===== src/rtl/pulse_acc_pkg.sv =====
package pulse_acc_pkg;

  typedef enum logic [1:0] {
    REG_CTRL  = 2'd0,
    REG_COUNT = 2'd1,
    REG_FLAGS = 2'd2,
    REG_MASK  = 2'd3
  } regSel_e;

  localparam int CTL_EN    = 0;
  localparam int CTL_GATED = 1;
  localparam int CTL_POL   = 2;
  localparam int CTL_W     = 3;

  localparam int FLG_OVF  = 0;
  localparam int FLG_EDGE = 1;
  localparam int FLG_W    = 2;

  typedef struct packed {
    logic             incr;
    logic             load;
    logic             edgeHit;
    logic [FLG_W-1:0] flagClr;
  } paStrobe_t;

endpackage


===== src/rtl/pacc_ctrl.sv =====
module pacc_ctrl
  import pulse_acc_pkg::*;
#(
  parameter int DATA_W      = 8,
  parameter int DIV         = 64,
  parameter int SYNC_STAGES = 2
) (
  input  logic              clk,
  input  logic              rstN,
  input  logic              pulseIn,
  input  logic [1:0]        regAddr,
  input  logic              regWrEn,
  input  logic [CTL_W-1:0]  wrBits,
  input  logic [DATA_W-1:0] countQ,
  input  logic [FLG_W-1:0]  flagsQ,
  output paStrobe_t         strobe,
  output logic [DATA_W-1:0] regRdData,
  output logic              irqOvf,
  output logic              irqEdge
);

  localparam int PRE_W = (DIV > 1) ? $clog2(DIV) : 1;

  logic [CTL_W-1:0]       ctrlReg;
  logic [FLG_W-1:0]       maskReg;
  logic [SYNC_STAGES-1:0] syncQ;
  logic                   pinNow, pinPrev;
  logic                   activeEdge, inhibited, gateOpen, tick;

  // Register writes for control and interrupt enables
  always_ff @(posedge clk) begin
    if (!rstN) begin
      ctrlReg <= '0;
      maskReg <= '0;
    end else if (regWrEn) begin
      if (regAddr == REG_CTRL) ctrlReg <= wrBits;
      if (regAddr == REG_MASK) maskReg <= wrBits[FLG_W-1:0];
    end
  end

  // Synchronizer chain, one flop per stage
  always_ff @(posedge clk) begin
    if (!rstN) syncQ[0] <= 1'b0;
    else       syncQ[0] <= pulseIn;
  end

  for (genvar g = 1; g < SYNC_STAGES; g++) begin : g_sync
    always_ff @(posedge clk) begin
      if (!rstN) syncQ[g] <= 1'b0;
      else       syncQ[g] <= syncQ[g-1];
    end
  end

  assign pinNow = syncQ[SYNC_STAGES-1];

  always_ff @(posedge clk) begin
    if (!rstN) pinPrev <= 1'b0;
    else       pinPrev <= pinNow;
  end

  // Polarity picks the counted edge and, in gated mode, the blocking level.
  // The selected edge always closes the gated window.
  assign activeEdge = ctrlReg[CTL_POL] ? (pinNow & ~pinPrev) : (~pinNow & pinPrev);
  assign inhibited  = ctrlReg[CTL_POL] ? pinNow : ~pinNow;
  assign gateOpen   = ctrlReg[CTL_EN] & ctrlReg[CTL_GATED] & ~inhibited;

  if (DIV > 1) begin : g_pre
    logic [PRE_W-1:0] preCnt;
    always_ff @(posedge clk) begin
      if (!rstN || !gateOpen)              preCnt <= '0;
      else if (preCnt == PRE_W'(DIV - 1))  preCnt <= '0;
      else                                 preCnt <= preCnt + 1'b1;
    end
    assign tick = gateOpen && (preCnt == PRE_W'(DIV - 1));
  end else begin : g_nopre
    assign tick = gateOpen;
  end

  always_comb begin
    strobe.incr    = ctrlReg[CTL_EN] & (ctrlReg[CTL_GATED] ? tick : activeEdge);
    strobe.edgeHit = ctrlReg[CTL_EN] & activeEdge;
    strobe.load    = regWrEn && (regAddr == REG_COUNT);
    strobe.flagClr = (regWrEn && (regAddr == REG_FLAGS)) ? wrBits[FLG_W-1:0] : '0;
  end

  always_comb begin
    regRdData = '0;
    case (regAddr)
      REG_CTRL:  regRdData[CTL_W-1:0] = ctrlReg;
      REG_COUNT: regRdData            = countQ;
      REG_FLAGS: regRdData[FLG_W-1:0] = flagsQ;
      default:   regRdData[FLG_W-1:0] = maskReg;
    endcase
  end

  assign irqOvf  = flagsQ[FLG_OVF]  & maskReg[FLG_OVF];
  assign irqEdge = flagsQ[FLG_EDGE] & maskReg[FLG_EDGE];

  // a disabled accumulator issues no count or edge strobe
  a_r2_off_quiet: assert property (@(posedge clk) disable iff (!rstN)
    !ctrlReg[CTL_EN] |-> !(strobe.incr || strobe.edgeHit));

  // gated increments never fall in back-to-back cycles
  a_r5_gated_spacing: assert property (@(posedge clk) disable iff (!rstN)
    (strobe.incr && ctrlReg[CTL_GATED] && (DIV > 1)) |=> !strobe.incr);

endmodule


===== src/rtl/pacc_datapath.sv =====
module pacc_datapath
  import pulse_acc_pkg::*;
#(
  parameter int DATA_W = 8
) (
  input  logic              clk,
  input  logic              rstN,
  input  paStrobe_t         strobe,
  input  logic [DATA_W-1:0] loadVal,
  output logic [DATA_W-1:0] countQ,
  output logic [FLG_W-1:0]  flagsQ
);

  logic             wrapHit;
  logic [FLG_W-1:0] flagSet;

  // Counter deliberately has no reset
  always_ff @(posedge clk) begin
    if (strobe.load)      countQ <= loadVal;
    else if (strobe.incr) countQ <= countQ + 1'b1;
  end

  assign wrapHit = strobe.incr && !strobe.load && (countQ == '1);

  always_comb begin
    flagSet           = '0;
    flagSet[FLG_OVF]  = wrapHit;
    flagSet[FLG_EDGE] = strobe.edgeHit;
  end

  // Set wins over a simultaneous clear
  always_ff @(posedge clk) begin
    if (!rstN) flagsQ <= '0;
    else       flagsQ <= flagSet | (flagsQ & ~strobe.flagClr);
  end

  // an increment with no load advances the count by one
  a_r3_step: assert property (@(posedge clk) disable iff (!rstN)
    (strobe.incr && !strobe.load && (countQ != '1)) |=> (countQ == DATA_W'($past(countQ) + 1'b1)));

  // stepping past all ones sets the overflow flag
  a_r8_wrap_flag: assert property (@(posedge clk) disable iff (!rstN)
    (strobe.incr && !strobe.load && (countQ == '1)) |=> (flagsQ[FLG_OVF] && (countQ == '0)));

  // a software write takes priority
  a_r9_load_wins: assert property (@(posedge clk) disable iff (!rstN)
    strobe.load |=> (countQ == $past(loadVal)));

  // a cleared edge flag stays clear unless a new edge arrives
  a_r10_clear_edge: assert property (@(posedge clk) disable iff (!rstN)
    (strobe.flagClr[FLG_EDGE] && !strobe.edgeHit) |=> !flagsQ[FLG_EDGE]);

  // a detected selected edge sets the edge flag
  a_r7_edge_flag: assert property (@(posedge clk) disable iff (!rstN)
    strobe.edgeHit |=> flagsQ[FLG_EDGE]);

endmodule


===== src/rtl/pulse_acc.sv =====
module pulse_acc
  import pulse_acc_pkg::*;
#(
  parameter int DATA_W      = 8,
  parameter int DIV         = 64,
  parameter int SYNC_STAGES = 2
) (
  input  logic              clk,
  input  logic              rstN,
  input  logic              pulseIn,
  input  logic [1:0]        regAddr,
  input  logic              regWrEn,
  input  logic [DATA_W-1:0] regWrData,
  output logic [DATA_W-1:0] regRdData,
  output logic              irqOvf,
  output logic              irqEdge
);

  paStrobe_t         strobe;
  logic [DATA_W-1:0] countQ;
  logic [FLG_W-1:0]  flagsQ;

  pacc_ctrl #(
    .DATA_W      (DATA_W),
    .DIV         (DIV),
    .SYNC_STAGES (SYNC_STAGES)
  ) i_ctrl (
    .clk       (clk),
    .rstN      (rstN),
    .pulseIn   (pulseIn),
    .regAddr   (regAddr),
    .regWrEn   (regWrEn),
    .wrBits    (regWrData[CTL_W-1:0]),
    .countQ    (countQ),
    .flagsQ    (flagsQ),
    .strobe    (strobe),
    .regRdData (regRdData),
    .irqOvf    (irqOvf),
    .irqEdge   (irqEdge)
  );

  pacc_datapath #(
    .DATA_W (DATA_W)
  ) i_datapath (
    .clk     (clk),
    .rstN    (rstN),
    .strobe  (strobe),
    .loadVal (regWrData),
    .countQ  (countQ),
    .flagsQ  (flagsQ)
  );

endmodule


===== config.mk =====
export PLATFORM = sky130hd
export DESIGN_NAME = pulse_acc
export DESIGN_NICKNAME = d
export VERILOG_FILES = /design/src/rtl/pulse_acc_pkg.sv /design/src/rtl/pacc_ctrl.sv /design/src/rtl/pacc_datapath.sv /design/src/rtl/pulse_acc.sv
export SDC_FILE = /design/constraint.sdc
export NUM_CORES = 1
export LEC_CHECK = 0
export ABC_AREA = 1
export CAP_MARGIN = 25
export CORE_MARGIN = 2
export CORE_UTILIZATION = 54
export CTS_CLUSTER_DIAMETER = 80
export CTS_CLUSTER_SIZE = 8
export DETAILED_ROUTE_END_ITERATION = 10
export PLACE_DENSITY_LB_ADDON = 0.12
export SETUP_SLACK_MARGIN = 0.2
export SLEW_MARGIN = 5
export SYNTH_ARGS = -nofsm -noshare
export SYNTH_HDL_FRONTEND = slang
export SYNTH_SLANG_ARGS = --single-unit

===== constraint.sdc =====
create_clock -name clk -period 2.58 [get_ports clk]
set_input_delay 0.774 -clock clk [delete_from_list [all_inputs] [get_ports clk]]
set_output_delay 0.774 -clock clk [all_outputs]
set_load 0.02 [all_outputs]

== Yosys cells after proc, flatten, opt, wreduce, memory -nomap -nowiden ==
Cells that the tools add are included.
Operators by class
  add/sub/neg operators: 2
  multiply operators: 0
  div/mod/pow operators: 0
  order comparisons: 0
  mux-type cells: 9
  shifts and indexed selects: 0
  bitwise gates (word level): 14
  equality and inequality tests: 5
  reduce and logical (&&, ||, !) cells: 14
Operators by type and width (count)
  8-bit two-way mux: 2
  8-bit by 1-bit adder with 8-bit output, second input constant: 1
  1-bit bitwise AND: 8
  8-bit equality test, second input constant: 1
  6-bit by 1-bit adder with 6-bit output, second input constant: 1
  6-bit equality test, second input constant: 1
  2-bit case mux with 3 select lines: 1
  1-bit logical AND: 5
  5-bit two-way mux: 1
  2-bit equality test, second input constant: 2
  2-bit AND reduction: 2
  1-bit logical NOT: 3
  1-bit two-way mux: 3
  1-bit NOT: 3
  2-bit bitwise AND: 1
  2-bit by 1-bit equality test with 1-bit output, second input constant: 1
  2-bit logical NOT: 1
  2-bit two-way mux: 1
  2-bit NOT: 1
  2-bit bitwise OR: 1
  1-bit case mux with 2 select lines: 1
  2-bit nonzero test: 1
  2-bit OR reduction: 1
  1-bit logical OR: 1
Word-level totals
  memories: 0
  register bits after elaboration: 24
  logic and storage cells: 52
  latch bits: 0
  memory bits (read-only): 0
  bits in writable memories: 0

== Longest topological paths before layout ==
Gate-level depths: netlist (run 1).
  word-level depth: 10
  gate-level depth with buffers: 7
  gate-level depth less buffers: 7

== Cells and area by module ==
Synthesis (run 1) repeated with hierarchy kept, for this count alone.
Unflattened totals
  cells, all modules: 194
  area total of the unflattened synthesis: 1345.0 sq um
Modules (own cells, without submodules)
  pacc_ctrl: cells an instance 117, instances 1, area each 769.5 sq um
  pacc_datapath: cells an instance 77, instances 1, area each 575.6 sq um

== Worst setup path after synthesis (run 1) ==
Ideal clock, no wire load.
  path kind: in2out
  from: in regAddr[0]
  to: out regRdData[0]
  stages: 6
  setup slack: 381 ps
  arrival time: 1425 ps
  cells stage by stage: inv_2 > nor2_4 > inv_1 > o21ai_1 > a21oi_1 > o21ai_0
Between the ends
  cells in the longest elaborated chain, start to end: 2
  elaborated cells between the ends (all ways): 4
RTL lines
  start, declared: RTL line pulse_acc.sv:11  | input logic [1:0] regAddr,
  2-bit equality test (tied with other cells): RTL line pacc_ctrl.sv:88  | case (regAddr)
  2-bit case mux with 3 select lines *: RTL line pacc_ctrl.sv:88
  end, declared: RTL line pulse_acc.sv:14  | output logic [DATA_W-1:0] regRdData,
Every way passes the cells marked *; elsewhere a longest branch is shown, timed or not.

== Worst setup path after layout (run 1) ==
  from: in regAddr[0]
  to: out regRdData[3]
Between the ends
  cells in the longest elaborated chain, start to end: 2
RTL lines (RTL line)
  2-bit by 1-bit equality test with 1-bit output: pacc_ctrl.sv:88
  5-bit two-way mux: pacc_ctrl.sv:88
No other way between the ends.

==> results of run 1 <==
[path summary, 6_finish.rpt]
check	slack, ns	start	end	cells after the start
setup reg to reg	0.93	i_ctrl.g_pre.preCnt[0]	i_datapath.countQ[7]	7
hold reg to reg	0.43	i_ctrl.syncQ[0]	i_ctrl.pinNow	2
hold / removal	0.43	i_ctrl.syncQ[0]	i_ctrl.pinNow	2
setup / recovery	0.26	regAddr[0]	regRdData[3]	7
[cell type report]
cell class / instances / area [um^2] / area share [%]
Tap cell: 28 / 35.0 / 2.30
Timing Repair Buffer: 26 / 205 / 13.5
Clock buffer: 4 / 47.5 / 3.12
Inverter: 23 / 88.8 / 5.83
Sequential cell: 24 / 561 / 36.8
Multi-Input combinational cell: 110 / 586 / 38.5
[cells in the final DEF, fill, tap and decap left out, types with 2 or more instances in the layout]
master	count
a31oi_1	2
clkbuf_4	4
o21ai_1	5
nand3_1	12
nand2_1	30
nor2_1	24
dfxtp_1	16
buf_4	3
nand3_2	2
xor2_1	3
xnor2_1	2
nand2_4	2
inv_1	21
a21oi_1	7
clkdlybuf4s50_1	13
ha_1	2
buf_2	8
o21ai_0	10
edfxtp_1	8
nor2_4	3
[registers in the layout, summed over array words and instances (netlist names)]
register	flops
i_datapath.countQ	8
i_ctrl.g_pre.preCnt	6
i_ctrl.ctrlReg	3
i_ctrl.maskReg	2
i_datapath.flagsQ	2
i_ctrl.pinNow	1
i_ctrl.pinPrev	1
i_ctrl.syncQ	1
[worst max-delay path, cell delays in order]
cell,delay [ns]
clkbuf_4,0.15
inv_4,0.05
nor2_4,0.07
inv_1,0.06
buf_4,0.15
nor2_1,0.10
buf_2,0.17
[kinds of logic after synthesis]
family / Yosys count / synth area share (%)
simple gates: 74 / 27.3
compound gates: 29 / 13.5
buf+inv: 25 / 8.29
flops: 24 / 45.3
xor+xnor: 5 / 3.54
fa+ha+maj: 2 / 2.02
[power by group]
part / internal, mW / switching (mW) / total (mW)
clock network: 0.119 / 0.124 / 0.242
registers: 0.403 / 0.00951 / 0.413
logic: 0.0398 / 0.0537 / 0.0935
[metal layers]
metal  part of all wire (%)  global-route usage [%]
met1                     45                    27.6
met4                   0.85                    3.95
met2                     49                    37.1
met5                      0                       0
met3                    4.7                    6.03
==> results.toml, run 1 <==
[sta]
hold_viol = 0
worstMarginPinSlew_ns = 0.375
slew_violations = 0
skew_ns = 0.00815
slew_headroom_pct = 74.9
layout_min_cycle_time_ns = 2.32
finalSetupViolations = 0
tns_ns = 0
rsz0062_at_grt = "true"
holdWs_ns = 0.431
max_freq_mhz = 431
finalCritPeriodShare_pct = 89.9
finalWorstSetupSlack_ns = 0.261

[layout]
areaGrowthSynthToFinish_pct = 23.1
num_antenna_cells = 0
postLayoutCellArea_mm2 = 0.00152
final_cells = 215
layout-drive-gt1-share_pct = 15.5
n_fill_cell = 175
final_util_pct = 69.5
finalNetCount = 204

[critical_path]
critical_path_class = "input port to output pin"
start_kind = "input port"
arrival_ns = 1.55
worstSetupEndpointType = "output pin"
worstPathMaxFanout = 5
crit_required_ns = 1.81

[yosys]
synthArstFlopShare_pct = 0
synth_commonest_cells = "nand2_1 (30), nor2_1 (25), inv_1 (21)"
netlist_instances = 159
syn_area_per_cell_um2 = 7.78
ys_seq_area_share_pct = 45.3
ys_warn_count = 0
synth_area_mm2 = 0.00124
synth_most_common_cell = "nand2_1"
ys.flop_type = "dfxtp_1"
synth_edf_count = 8
yosysTopAreaCell = "dfxtp_1"
synthTopCellsByArea = "dfxtp_1 (26%), edfxtp_1 (19%), nand2_1 (9.1%)"
synth_seq_cells = 24
syn-num-nets = 175
synth_top_area_share_pct = 25.9
ys_types = 24

[run]
drv_cap = 0

[clock_tree]
cts_tree = "built"
cts_resized = 42
cts_setup_buffers = 0
cts_hold_buf = 0
h-tree-depth = 1
numCtsBuffers = 3
clock_sinks = 24
clockBufferDepth = 2
cts-root-buf = "clkbuf_4"
path_clk_slew_ns = 0.13
clock_latency_ns = 0.33

[floorplanning]
die_width_um = 51.9
core_mm2 = 0.00219
start_util_pct = 56.5
die_h_um = 51.9
rows = 17
die_area_mm2 = 0.00269
top_level_ports = 24

[route]
dr.first_iter.drc_count = 24
via_per_inst = 5.18
antenna_left = 0
dr.pass1.iters = 4
drc = 0
wirelength_mm = 2.60
dr_total_vias = 1114
wl_per_cell_um = 12.1

[global_routing]
grt_pass1_wl_mm = 4.35
grtUsageTotal_pct = 21.8
grt_start_max_net_pins = 15
grt_overflow = 0
grt_pass1_vias = 1013
antenna_found_initial = 0

[power_and_ir_drop]
cellPowerDensity_mw_per_mm2 = 492
vdd_drop_max_uv = 422
power_uw = 749
power.leakage_nw = 0.678

[placed_design]
dp_hpwl_mm = 1.94
port_buffers = 23
placed_area_mm2 = 0.00151
place_congestion = 0.896
dp_slack_ns = -0.651
dp_cells = 211

[hold_path]
worstHoldPathType = "flip-flop to flip-flop"

[status]
status = "complete, no violations"
Note: power is estimated with default switching activity, not from simulation.
==> inputs of run 2 (changes only) <==
--- a/config.mk
+++ b/config.mk
@@ -8,7 +8,8 @@
 export ABC_AREA = 1
 export CAP_MARGIN = 25
 export CORE_MARGIN = 2
-export CORE_UTILIZATION = 54
+export CORE_UTILIZATION = 53
+export CTS_BUF_LIST = sky130_fd_sc_hd__clkbuf_4
 export CTS_CLUSTER_DIAMETER = 80
 export CTS_CLUSTER_SIZE = 8
 export DETAILED_ROUTE_END_ITERATION = 10
==> constraint.sdc (replaced) <==
create_clock -name clk -period 2.3 [get_ports clk]
set_input_delay 0.69 -clock clk [delete_from_list [all_inputs] [get_ports clk]]
set_output_delay 0.69 -clock clk [all_outputs]
set_load 0.02 [all_outputs]
==> results.toml, run 2 (same netlist as run 1, synthesis figures left out) <==
[layout]
layout-drive-gt1-share_pct = 17.8
finalNetCount = 208
most-common-layout-cells = "nand2_1 (30), nor2_1 (23), inv_1 (20)"
areaGrowthSynthToFinish_pct = 26.0
regMostFlops = "i_datapath.countQ"
n_fill_cell = 183
num_antenna_cells = 0
final_common_cell = "nand2_1"
largestRegisters = "i_datapath.countQ (8), i_ctrl.g_pre.preCnt (6), i_ctrl.ctrlReg (3)"
largest_reg_flops = 8
final_util_pct = 70.5

[sta]
finalSetupViolations = 0
slew_headroom_pct = 75.7
finalCritPeriodShare_pct = 91.4
max_freq_mhz = 476
worstMarginPinSlew_ns = 0.363
hold_viol = 0
layout_min_cycle_time_ns = 2.10
slew_violations = 0
skew_ns = 0.00305
tns_ns = 0
holdWs_ns = 0.433
rsz0062_at_grt = "true"

[route]
wl_per_cell_um = 12.0
via_per_inst = 5.06
dr.first_iter.drc_count = 26
drc = 0
wirelength_mm = 2.64
antenna_left = 0
dr_total_vias = 1108
dr.pass1.iters = 4

[global_routing]
grt_start_max_net_pins = 15
grt_pass1_vias = 1076
globalRouteMet3Util_pct = 4.29
grtUsageTotal_pct = 21.8
gr-usage-met1_pct = 26.4
grt_pass1_wl_mm = 4.44
antenna_found_initial = 0
grt_overflow = 0
busiest_layer = "met2"
grt_use_met2_pct = 37.3

[critical_path]
worstSetupEndpointType = "output pin"
critPathLaunch = "regAddr[0]"
crit_family = "buffers and inverters"
start_kind = "input port"
worstPathMaxFanout = 3
slowest_stage = "buf_4"
worstPathCellList = "buf_6 > inv_2 > buf_4 > nand3_2 > o21ai_1 > a21oi_1 > o21ai_1 > buf_4"
arrival_ns = 1.41
rr_startpoint = "i_ctrl.g_pre.preCnt[0]"
crit_buf_inv = 4
max_stage_delay_ns = 0.16
crit_required_ns = 1.61
critical_path_class = "input port to output pin"

[floorplanning]
die_h_um = 52.3
rows = 17
die_area_mm2 = 0.00274
top_level_ports = 24
die_width_um = 52.3
core_mm2 = 0.00221
start_util_pct = 55.9

[power_and_ir_drop]
power_uw = 764
power.leakage_nw = 0.713
cellPowerDensity_mw_per_mm2 = 490
vdd_drop_max_uv = 504

[hold_path]
worstHoldPathType = "flip-flop to flip-flop"
worstHoldStart = "i_ctrl.syncQ[0]"

[clock_tree]
cts-root-buf = "clkbuf_4"
clock_sinks = 24
h-tree-depth = 1
cts_tree = "built"
path_clk_slew_ns = 0.12
numCtsBuffers = 3
cts_setup_buffers = 0
clock_latency_ns = 0.31
cts_hold_buf = 0
clockBufferDepth = 2

[placed_design]
dp_hpwl_mm = 2.00
place_congestion = 0.826
port_buffers = 23

[run]
drv_cap = 0

[status]
status = "complete, no violations"
[run 2: cell count changes in the layout (fill, tap and decap cells not counted), sizes merged]
cell | previous run | this run
buf | 11 | 17
clkbuf | 6 | 3
clkdlybuf4s50 | 13 | 11
clkinv | 0 | 1
dlygate4sd2 | 0 | 1
dlymetal6s2s | 0 | 1
[run 2: final cells by class]
| type | count | area (um^2) | area share [%] |
|---|---|---|---|
| clock buffer | 3 | 22.5 | 1.44 |
| multi-input combinational | 110 | 589 | 37.8 |
| tap | 28 | 35.0 | 2.25 |
| sequential | 24 | 561 | 36.0 |
| timing repair buffer | 30 | 262 | 16.8 |
| clock inverter | 1 | 3.75 | 0.241 |
| inverter | 23 | 86.3 | 5.54 |
[run 2: stage by stage]
| stage | setup WS [ns] | instance area (um^2) | instances |
|---|---|---|---|
| final | 0.199 | 1560 | 219 |
| after global routing | 0.140 | 1560 | 219 |
| after CTS | 0.191 | 1540 | 219 |
| after detailed placement | -0.778 | 1540 | 215 |
| after global placement | -0.708 | 1540 | 215 |
| after floorplan | 0.269 | 1240 | 159 |
[run 2: worst paths after layout]
kind                     endpoint  slack, ns  cells past startpoint
max                  regRdData[0]       0.20                      8
max reg2reg  i_datapath.countQ[7]       0.76                      8
min reg2reg         i_ctrl.pinNow       0.43                      2
min                 i_ctrl.pinNow       0.43                      2
[run 2: layer usage]
| layer | wire (um) | share of wire [%] | vias up |
|---|---|---|---|
| met5 | 0 | 0 | - |
| met4 | 37 | 1.4 | 0 |
| met3 | 133 | 5.0 | 6 |
| met2 | 1250 | 47 | 30 |
| met1 | 1220 | 46 | 486 |
| li1 | - | - | 586 |
[run 2: what timing repair did]
item | CTS | global route
gates resized for setup | 51 | 8
pin swaps | 1 | 2
setup endpoints to repair | 9 | 8
[run 2: power by group]
group | internal (mW) | leakage, nW | total (mW) | switching (mW)
sequential | 0.452 | 0.204 | 0.463 | 0.0108
clock | 0.0635 | 0.0154 | 0.187 | 0.123
combinational | 0.0533 | 0.494 | 0.114 | 0.0603
total | 0.569 | 0.713 | 0.764 | 0.195
[run 2: worst register-to-register path, cell delays in order, from the launching register on]
cell and delay, ns:
dfxtp_1 0.38, ha_1 0.19, nand3_1 0.16, nor2_1 0.12, nand3_1 0.07, nand2_1 0.09
nand2_1 0.05, nand2_1 0.07, buf_4 0.14
